$ cat config.mk
export PLATFORM = sky130hd
export DESIGN_NAME = twostage_wdog
export DESIGN_NICKNAME = d
export VERILOG_FILES = /design/src/rtl/wdt_pkg.sv /design/src/rtl/wdt_prescale.sv /design/src/rtl/wdt_count.sv /design/src/rtl/wdt_fsm.sv /design/src/rtl/twostage_wdog.sv
export SDC_FILE = /design/constraint.sdc
export NUM_CORES = 1
export LEC_CHECK = 0
export BUFFER_PORTS_ARGS = -buffer_cell sky130_fd_sc_hd__buf_2
export CORE_ASPECT_RATIO = 1.2
export CORE_MARGIN = 1.5
export CORE_UTILIZATION = 60
export DETAILED_ROUTE_END_ITERATION = 16
export GPL_ROUTABILITY_DRIVEN = 0
export GPL_TIMING_DRIVEN = 0
export PLACE_DENSITY = 0.86
export SYNTH_ARGS = -nofsm -noshare
export SYNTH_HDL_FRONTEND = slang
export SYNTH_HIERARCHICAL = 1
export SYNTH_SLANG_ARGS = --single-unit
$ cat constraint.sdc
create_clock -name clk -period 9.7 [get_ports clk]
set_input_delay 0.97 -clock clk [delete_from_list [all_inputs] [get_ports clk]]
set_output_delay 0.97 -clock clk [all_outputs]
set_load 0.05 [all_outputs]
$ cat src/rtl/wdt_pkg.sv
package wdt_pkg;
  typedef enum logic [1:0] {
    WD_INIT = 2'd0,
    WD_OFF  = 2'd1,
    WD_RUN  = 2'd2,
    WD_HALT = 2'd3
  } wd_state_e;

  localparam int ERR_W = 16;
  localparam logic [ERR_W-1:0] WD_RESET_CODE = 16'hC000;
endpackage

$ cat src/rtl/wdt_prescale.sv
module wdt_prescale #(
  parameter int              SCL_W   = 8,
  parameter logic [SCL_W-1:0] SCL_DEF = '1
) (
  input  logic             clk,
  input  logic             rst_n,
  input  logic             load,
  input  logic             restore,
  input  logic             run,
  input  logic [SCL_W-1:0] scale_in,
  output logic             tick
);
  logic [SCL_W-1:0] scale_q, scale_d;
  logic [SCL_W-1:0] pre_q, pre_d;
  logic             pre_zero;

  assign pre_zero = (pre_q == '0);
  assign tick     = run && pre_zero;

  always_comb begin
    scale_d = scale_q;
    pre_d   = pre_q;
    if (load) begin
      scale_d = scale_in;
      pre_d   = scale_in;
    end else if (restore) begin
      scale_d = SCL_DEF;
      pre_d   = SCL_DEF;
    end else if (run) begin
      pre_d = pre_zero ? scale_q : (pre_q - SCL_W'(1));
    end
  end

  always_ff @(posedge clk or negedge rst_n) begin
    if (!rst_n) begin
      scale_q <= SCL_DEF;
      pre_q   <= SCL_DEF;
    end else begin
      scale_q <= scale_d;
      pre_q   <= pre_d;
    end
  end
endmodule

$ cat src/rtl/wdt_count.sv
module wdt_count #(
  parameter int               CNT_W   = 16,
  parameter int               DLY_W   = 8,
  parameter logic [CNT_W-1:0] CNT_DEF = '1,
  parameter logic [DLY_W-1:0] DLY_DEF = '1
) (
  input  logic             clk,
  input  logic             rst_n,
  input  logic             load,
  input  logic [CNT_W-1:0] cnt_in,
  input  logic [DLY_W-1:0] dly_in,
  input  logic             tick,
  input  logic             live,
  output logic             nmi_evt,
  output logic             rst_evt
);
  logic [CNT_W-1:0] cnt_q, cnt_d;
  logic [DLY_W-1:0] dly_q, dly_d;
  logic             pend_q, pend_d;
  logic             step, expire;

  assign step    = tick && live && !load;
  assign expire  = step && (cnt_q == '0);
  assign nmi_evt = expire && !pend_q;
  assign rst_evt = expire && pend_q;

  always_comb begin
    cnt_d  = cnt_q;
    dly_d  = dly_q;
    pend_d = pend_q;
    if (load) begin
      cnt_d  = cnt_in;
      dly_d  = dly_in;
      pend_d = 1'b0;
    end else if (rst_evt) begin
      cnt_d  = CNT_DEF;
      dly_d  = DLY_DEF;
      pend_d = 1'b0;
    end else if (nmi_evt) begin
      cnt_d  = CNT_W'(dly_q);
      pend_d = 1'b1;
    end else if (step) begin
      cnt_d = cnt_q - CNT_W'(1);
    end
  end

  always_ff @(posedge clk or negedge rst_n) begin
    if (!rst_n) begin
      cnt_q  <= CNT_DEF;
      dly_q  <= DLY_DEF;
      pend_q <= 1'b0;
    end else begin
      cnt_q  <= cnt_d;
      dly_q  <= dly_d;
      pend_q <= pend_d;
    end
  end
endmodule

$ cat src/rtl/wdt_fsm.sv
module wdt_fsm
  import wdt_pkg::*;
(
  input  logic      clk,
  input  logic      rst_n,
  input  logic      cfg_wr,
  input  logic      trap_wr,
  input  logic      tick,
  input  logic      restore,
  output wd_state_e state,
  output logic      live,
  output logic      run
);
  wd_state_e state_d;

  assign live = (state == WD_INIT) || (state == WD_RUN);
  assign run  = (state != WD_HALT);

  always_comb begin
    state_d = state;
    if (cfg_wr) begin
      state_d = WD_RUN;
    end else if (restore) begin
      state_d = WD_INIT;
    end else if (trap_wr && (state == WD_INIT)) begin
      state_d = WD_OFF;
    end else if (tick && (state == WD_OFF)) begin
      state_d = WD_HALT;
    end
  end

  always_ff @(posedge clk or negedge rst_n) begin
    if (!rst_n) state <= WD_INIT;
    else        state <= state_d;
  end
endmodule

$ cat src/rtl/twostage_wdog.sv
module twostage_wdog
  import wdt_pkg::*;
#(
  parameter int CNT_W     = 16,
  parameter int SCL_W     = 8,
  parameter int DLY_W     = 8,
  parameter int DEF_COUNT = 65535,
  parameter int DEF_SCALE = 255,
  parameter int DEF_DELAY = 255,
  localparam int DATA_W   = DLY_W + SCL_W + CNT_W
) (
  input  logic              clk,
  input  logic              rst_n,
  input  logic              cfg_wr,
  input  logic              trap_wr,
  input  logic [DATA_W-1:0] wr_data,
  output logic              nmi_o,
  output logic              sys_rst_o,
  output logic [ERR_W-1:0]  err_code_o,
  output logic [1:0]        state_o
);
  localparam int SCL_LSB = CNT_W;
  localparam int DLY_LSB = CNT_W + SCL_W;

  logic [CNT_W-1:0] f_cnt;
  logic [SCL_W-1:0] f_scl;
  logic [DLY_W-1:0] f_dly;
  logic             tick, live, run, nmi_evt, rst_evt;
  wd_state_e        state;

  logic             nmi_q, nmi_d, rst_q, rst_d;
  logic [ERR_W-1:0] err_q, err_d;

  assign f_cnt = wr_data[0 +: CNT_W];
  assign f_scl = wr_data[SCL_LSB +: SCL_W];
  assign f_dly = wr_data[DLY_LSB +: DLY_W];

  wdt_prescale #(
    .SCL_W   (SCL_W),
    .SCL_DEF (SCL_W'(DEF_SCALE))
  ) u_pre (
    .clk      (clk),
    .rst_n    (rst_n),
    .load     (cfg_wr),
    .restore  (rst_evt),
    .run      (run),
    .scale_in (f_scl),
    .tick     (tick)
  );

  wdt_count #(
    .CNT_W   (CNT_W),
    .DLY_W   (DLY_W),
    .CNT_DEF (CNT_W'(DEF_COUNT)),
    .DLY_DEF (DLY_W'(DEF_DELAY))
  ) u_cnt (
    .clk     (clk),
    .rst_n   (rst_n),
    .load    (cfg_wr),
    .cnt_in  (f_cnt),
    .dly_in  (f_dly),
    .tick    (tick),
    .live    (live),
    .nmi_evt (nmi_evt),
    .rst_evt (rst_evt)
  );

  wdt_fsm u_fsm (
    .clk     (clk),
    .rst_n   (rst_n),
    .cfg_wr  (cfg_wr),
    .trap_wr (trap_wr),
    .tick    (tick),
    .restore (rst_evt),
    .state   (state),
    .live    (live),
    .run     (run)
  );

  always_comb begin
    nmi_d = nmi_evt;
    rst_d = rst_evt;
    err_d = rst_evt ? WD_RESET_CODE : err_q;
  end

  always_ff @(posedge clk or negedge rst_n) begin
    if (!rst_n) begin
      nmi_q <= 1'b0;
      rst_q <= 1'b0;
      err_q <= '0;
    end else begin
      nmi_q <= nmi_d;
      rst_q <= rst_d;
      err_q <= err_d;
    end
  end

  assign nmi_o      = nmi_q;
  assign sys_rst_o  = rst_q;
  assign err_code_o = err_q;
  assign state_o    = state;
endmodule

# After elaboration in Yosys (flattened, before gate mapping)
# Cells that the tools add are included.
dict set report classes {
  add_sub_neg 2
  eq_ne 3
  muxes 18
  reduce_logical 19
}
# cell count
set op_table {}
lappend op_table {{$mux W16} 4}
lappend op_table {{$mux W8} 7}
lappend op_table {{$logic_not A16 Y1} 1}
lappend op_table {{$sub A16 B1 Y16 const B} 1}
lappend op_table {{$logic_and A1 B1 Y1} 8}
lappend op_table {{$logic_not A8 Y1} 1}
lappend op_table {{$mux W2} 4}
lappend op_table {{$reduce_bool A4 Y1} 2}
lappend op_table {{$sub A8 B1 Y8 const B} 1}
lappend op_table {{$reduce_bool A3 Y1} 2}
lappend op_table {{$mux W1} 3}
lappend op_table {{$eq A2 B1 Y1 const B} 1}
lappend op_table {{$eq A2 B2 Y1 const B} 1}
lappend op_table {{$logic_not A1 Y1} 2}
lappend op_table {{$logic_not A2 Y1} 1}
lappend op_table {{$ne A2 B2 Y1 const B} 1}
lappend op_table {{$reduce_bool A2 Y1} 1}
lappend op_table {{$logic_or A1 B1 Y1} 1}
dict set report totals {
  reg_bits 46
  input_bits 36
  output_inout_bits 20
}

# Depth between registers and ports, before layout
dict set report logic_depth {
  ltp_word 9
  mapped_depth 13
  depth_no_buf 11
}

# Cells and area by module
# The synthesis kept the hierarchy.
# module instances cells_each area_per_inst_um2 seq_area_each_um2
set by_module_without_submodules {}
lappend by_module_without_submodules {wdt_count 1 173 1574.0 655.6}
lappend by_module_without_submodules {wdt_prescale 1 100 991.0 420.4}
lappend by_module_without_submodules {twostage_wdog 1 20 197.7 75.1}
lappend by_module_without_submodules {wdt_fsm 1 8 88.8 50.0}

# Least setup slack after synthesis
# OpenSTA, ideal clock, no wires.
dict set report synth_timing {
  path_kind {flip-flop to flip-flop}
  startpoint {reg u_fsm.state[1]}
  endpoint {reg u_pre.pre_q[4]}
  setup_ps 73
  t_arrival_ps 3352
  path_slack_ps 6275
  path_stages_with_launch 13
  period_less_slack_ps 3425
  path_cell_list {dfrtp_1 nand2_1 clkbuf_1 and3_1 and3b_1 clkbuf_1 nand3_1 nor3_1 or2_2 clkbuf_1 clkbuf_1 a21oi_1 a21oi_1}
}
dict set report synth_between {
  elab_chain_cells 8
}
# element line
set synth_rtl {}
lappend synth_rtl {{from (decl)} wdt_fsm.sv:10} ;# output wd_state_e state,
lappend synth_rtl {{from (signal assigned)} wdt_fsm.sv:34} ;# else state <= state_d;
lappend synth_rtl {{$ne A2 B2 Y1 (*)} wdt_fsm.sv:17} ;# assign run = (state != WD_HALT);
lappend synth_rtl {{named net run} twostage_wdog.sv:28} ;# logic tick, live, run, nmi_evt, rst_evt;
lappend synth_rtl {{$logic_and A1 B1 Y1 (*)} wdt_prescale.sv:18} ;# assign tick = run && pre_zero;
lappend synth_rtl {{named net tick} twostage_wdog.sv:28}
lappend synth_rtl {{$logic_and A1 B1 Y1 (*) (2 in a row)} wdt_count.sv:22} ;# assign step = tick && live && !load;
lappend synth_rtl {{$logic_and A1 B1 Y1 (*)} wdt_count.sv:23} ;# assign expire = step && (cnt_q == '0);
lappend synth_rtl {{$logic_and A1 B1 Y1 (*)} wdt_count.sv:25} ;# assign rst_evt = expire && pend_q;
lappend synth_rtl {{named net rst_d} twostage_wdog.sv:31} ;# logic nmi_q, nmi_d, rst_q, rst_d;
lappend synth_rtl {{$mux W8} wdt_prescale.sv:26} ;# end else if (restore) begin
lappend synth_rtl {{$mux W8} wdt_prescale.sv:23} ;# if (load) begin
lappend synth_rtl {{to (signal assigned)} wdt_prescale.sv:40} ;# pre_q <= pre_d;
lappend synth_rtl {{to (decl)} wdt_prescale.sv:14} ;# logic [SCL_W-1:0] pre_q, pre_d;
# Mark *: on every way through the listed nets, which the timed path passes. The rest lies on a longest branch.
# A chain may end at the register's enable or synchronous reset.

# Final worst setup path
dict set report layout_timing {
  startpoint {reg u_pre.pre_q[0]}
  endpoint {reg u_pre.pre_q[4]}
}
dict set report layout_between {
  elab_chain_cells 8
}
# element line
set layout_rtl {}
lappend layout_rtl {{$logic_not A8 Y1 (*)} wdt_prescale.sv:17} ;# assign pre_zero = (pre_q == '0);
lappend layout_rtl {{$logic_and A1 B1 Y1 (*)} wdt_prescale.sv:18}
lappend layout_rtl {{named net tick} twostage_wdog.sv:28}
lappend layout_rtl {{$logic_and A1 B1 Y1 (*) (2 in a row)} wdt_count.sv:22}
lappend layout_rtl {{$logic_and A1 B1 Y1 (*)} wdt_count.sv:23}
lappend layout_rtl {{$logic_and A1 B1 Y1 (*)} wdt_count.sv:25}
lappend layout_rtl {{named net rst_d} twostage_wdog.sv:31}
lappend layout_rtl {{$mux W8} wdt_prescale.sv:26}
lappend layout_rtl {{$mux W8} wdt_prescale.sv:23}
# Mark *: on every way through the listed nets, which the timed path passes. The rest lies on a longest branch. The select of a mux whose other input is x is not followed.

==> impl_results.md <==
- Status: completed
- Fraction of layout cells with a size suffix above 1: 35.3%
- Asr flop ratio synth: 100%
- Worst-path maximum fanout: 10
- Post-CTS sizing: 0
- Slew Viols, Final: 0
- Startpoint Class: flip-flop
- Initial antenna violation count: 0
- Pleak: 1.36 nW
- Largest net degree at the start of global routing: 47
- Clock Power Share: 25.6%
- Sequential power share: 54.0%
- R2R depth: 13
- CTS tree: built
- Yosys warns: 6
- Chip Width: 65.9 microns
- Skew-Pair Late Insertion Delay: 0.30 ns
- Drt total wl: 6650 microns
- Share of total power in combinational logic: 20.4%
- Via count: 2483
- Pint: 0.000310 W
- Placed insts: 413
- CP required: 9.93 ns
- Period utilization: 45.2%
- Hold wc startpoint: err_code_o[14]$_DFFE_PN0P_
- DR WL/cell: 15.8 microns
- Register area share after synthesis: 42.1%
- Layout area overhead: 14.3%
- DRC: 0
- Grt ovf: 0
- Drt first pass iters: 4
- Starting Density: 62.1%
- Synth area leader: dfstp_2
- Skew final: 0.00973 ns
- Largest cells by area after synthesis: dfstp_2 37%, dfrtp_1 5.3%, nor2_1 4.5%
- Vias/cell: 5.90
- Final setup fails: 0
- # diodes: 0
- Reg2reg start: u_pre/pre_q[0]$_DFFE_PN1P_
- Syn Std Cell Area: 0.00285 sq mm
- P_sw: 0.000133 W
- First-pass GRT wire length: 11200 microns
- VDD IR max: 0.0981 mV
- Height of the chip: 78.5 microns
- Dpl hpwl: 4780 microns
- Rel. slew slack: 33.8%
- Register bit total from synthesis: 46
- Num CTS Buffers: 5
- IO buf count: 41
- Post-route minimum period: 4.38 ns
- Pwr dens: 136 mW/mm^2
- Synth top area share: 36.9%
- Clock transition at path regs: 0.08 ns
- Post-route ant nets: 0
- Top FF cell, synth: dfstp_2
- First-iteration detailed-routing DRC count: 190
- CTS root buf: clkbuf_8
- Vias in the first global route: 2392
- Setup_tns: 0 ns
- CTS max path bufs: 2
- Clk sinks: 46
- GRT Overall Usage: 27.5%
- Ports: 56
- Post-Layout Cell Count: 421
- CORE AREA: 0.00459 sq mm
- Post-Syn Instances: 301
- Post-synthesis cell type count: 63
- Worst Hold Path EP: err_code_o[14]$_DFFE_PN0P_
- Commonest non-fill, non-tap cell in the layout: buf_2
- WHS Path Cells: 1
- Hold_buf cts: 0
- Commonest cells after routing, fill and taps aside: 41 x buf_2, 40 x dfstp_2, 34 x nor2_1
- Kind of critical path: reg -> reg
- Post-CTS setup buffer count: 0
- EDFF count, synth: 0
- RSZ-0062 raised after global routing: no
- Crit Reg-Reg Endpoint: u_pre/pre_q[4]$_DFFE_PN1P_
- Row count: 27
- Fin nets: 402
- Worst hold path class: reg -> reg
- CP arrival: 4.61 ns
- Peak Freq: 228 MHz
- Crit end category: flip-flop
- Worst slew pin tran: 0.993 ns
- H-tree depth: 2
- R2R Setup Slk: 5.32 ns
- Die ar.: 0.00518 sq mm
- Filler cells: 388
- Sw frac: 30.1%
- Hold Violations, Final: 0
- Max cap viols: 0
- Average cell area after synthesis: 9.47 sq um
==> metal layers <==
layer / GRT usage (%) / share of wire (%)
met4: 8.78 / 1.9
met2: 45.5 / 50
met3: 4.87 / 6.2
met5: 0 / 0
met1: 36.6 / 42
==> how the worst max path moves through the flow <==
| stage | start | to | slack (ns) | cells after the start |
|---|---|---|---|---|
| after floorplan | u_fsm/state[1]$_DFFE_PN0P_ | u_pre/pre_q[4]$_DFFE_PN1P_ | 6.27 | 12 |
| after global placement | u_pre/pre_q[0]$_DFFE_PN1P_ | u_pre/pre_q[4]$_DFFE_PN1P_ | 5.41 | 13 |
| after detailed placement | u_pre/pre_q[0]$_DFFE_PN1P_ | u_pre/pre_q[6]$_DFFE_PN1P_ | 5.41 | 13 |
| after CTS | u_pre/pre_q[0]$_DFFE_PN1P_ | u_pre/pre_q[6]$_DFFE_PN1P_ | 5.37 | 13 |
| after global routing | u_pre/pre_q[0]$_DFFE_PN1P_ | u_pre/scale_q[7]$_DFFE_PN1P_ | 5.03 | 13 |
| final | u_pre/pre_q[0]$_DFFE_PN1P_ | u_pre/pre_q[4]$_DFFE_PN1P_ | 5.32 | 13 |
==> cells by family after synthesis <==
family	count (synthesis)	share of synthesized area [%]
buffers and inverters	37	7.90
AOI/OAI and AO/OA	95	23.5
muxes	4	1.49
adders and majority gates	4	1.76
and+or+nand+nor	106	20.6
DFF	46	42.1
other	1	0.132
xor gates and xnor gates	8	2.46
==> Yosys cell counts, types with 2 or more instances <==
cell type / n
dfstp_2: 40
dfrtp_1: 6
a21oi_1: 18
o21ai_0: 17
o31ai_4: 2
nand4b_1: 2
nor4b_1: 2
nor2b_1: 4
or2_1: 3
or3_1: 4
nand2_1: 15
o32ai_1: 2
o22ai_1: 11
buf_4: 15
a311oi_2: 2
nand3_1: 6
inv_1: 9
and3_1: 2
nor3_1: 12
nand2b_1: 6
o21bai_1: 2
nor3b_1: 2
ha_1: 4
xnor2_1: 4
nor3_2: 2
o21a_1: 6
mux2i_1: 2
o31ai_1: 9
nor2_1: 34
xor2_1: 4
mux2_2: 2
a22oi_1: 4
buf_6: 4
a31oi_1: 8
clkbuf_1: 8
==> through the flow <==
| stage | setup slack (ns) | util, % | total power, W | cell area [sq um] | hold WS [ns] |
|---|---|---|---|---|---|
| floorplan | 6.27 | - | 0.000304 | 2900 | 0.455 |
| global placement | 5.41 | 69.2 | 0.000327 | 3180 | 0.466 |
| detailed placement | 5.41 | 69.2 | 0.000331 | 3180 | 0.473 |
| CTS | 5.37 | 71.0 | 0.000445 | 3260 | 0.493 |
| global route | 5.03 | 71.0 | 0.000465 | 3260 | 0.510 |
| finish | 5.32 | 71.0 | 0.000443 | 3260 | 0.484 |
==> state kept, by name, indices dropped and copies added, names as in the netlist, 2 cells and up <==
name / flops
u_cnt/cnt_q: 16
u_cnt/dly_q: 8
u_pre/scale_q: 8
u_pre/pre_q: 8
u_fsm/state: 2
==> area by class of cell <==
cell class	count	area, sq um	area share (%)
inverters	10	37.5	1.15
flip-flops and latches	46	1200	36.8
multi-input cells	231	1470	45.2
well taps	58	72.6	2.23
repair buffers	41	205	6.29
clock inverters	2	10.0	0.307
plain buffers	27	188	5.76
clock buffers	6	72.6	2.23
==> power by group through the flow <==
stage                     sequential (W)  combinational [W]  clock [W]
after global placement          0.000240          0.0000865          0
after detailed placement        0.000242          0.0000897          0
final                           0.000240          0.0000905   0.000113
after floorplan                 0.000237          0.0000674          0
after CTS                       0.000239          0.0000900   0.000116
after global routing            0.000242           0.000101   0.000122
==> critical path, stage by stage (launching register included) <==
cell,delay (ns)
dfstp_2,0.39
inv_1,0.09
ha_1,0.24
nor4b_2,0.43
and3_1,0.35
and3b_1,0.18
clkbuf_1,0.39
nand3_1,0.42
nor3_1,0.68
or2_2,0.22
clkbuf_1,0.28
clkbuf_1,0.43
a21oi_1,0.08
a21oi_1,0.14
No activity file was read; power rests on OpenSTA's default activity.
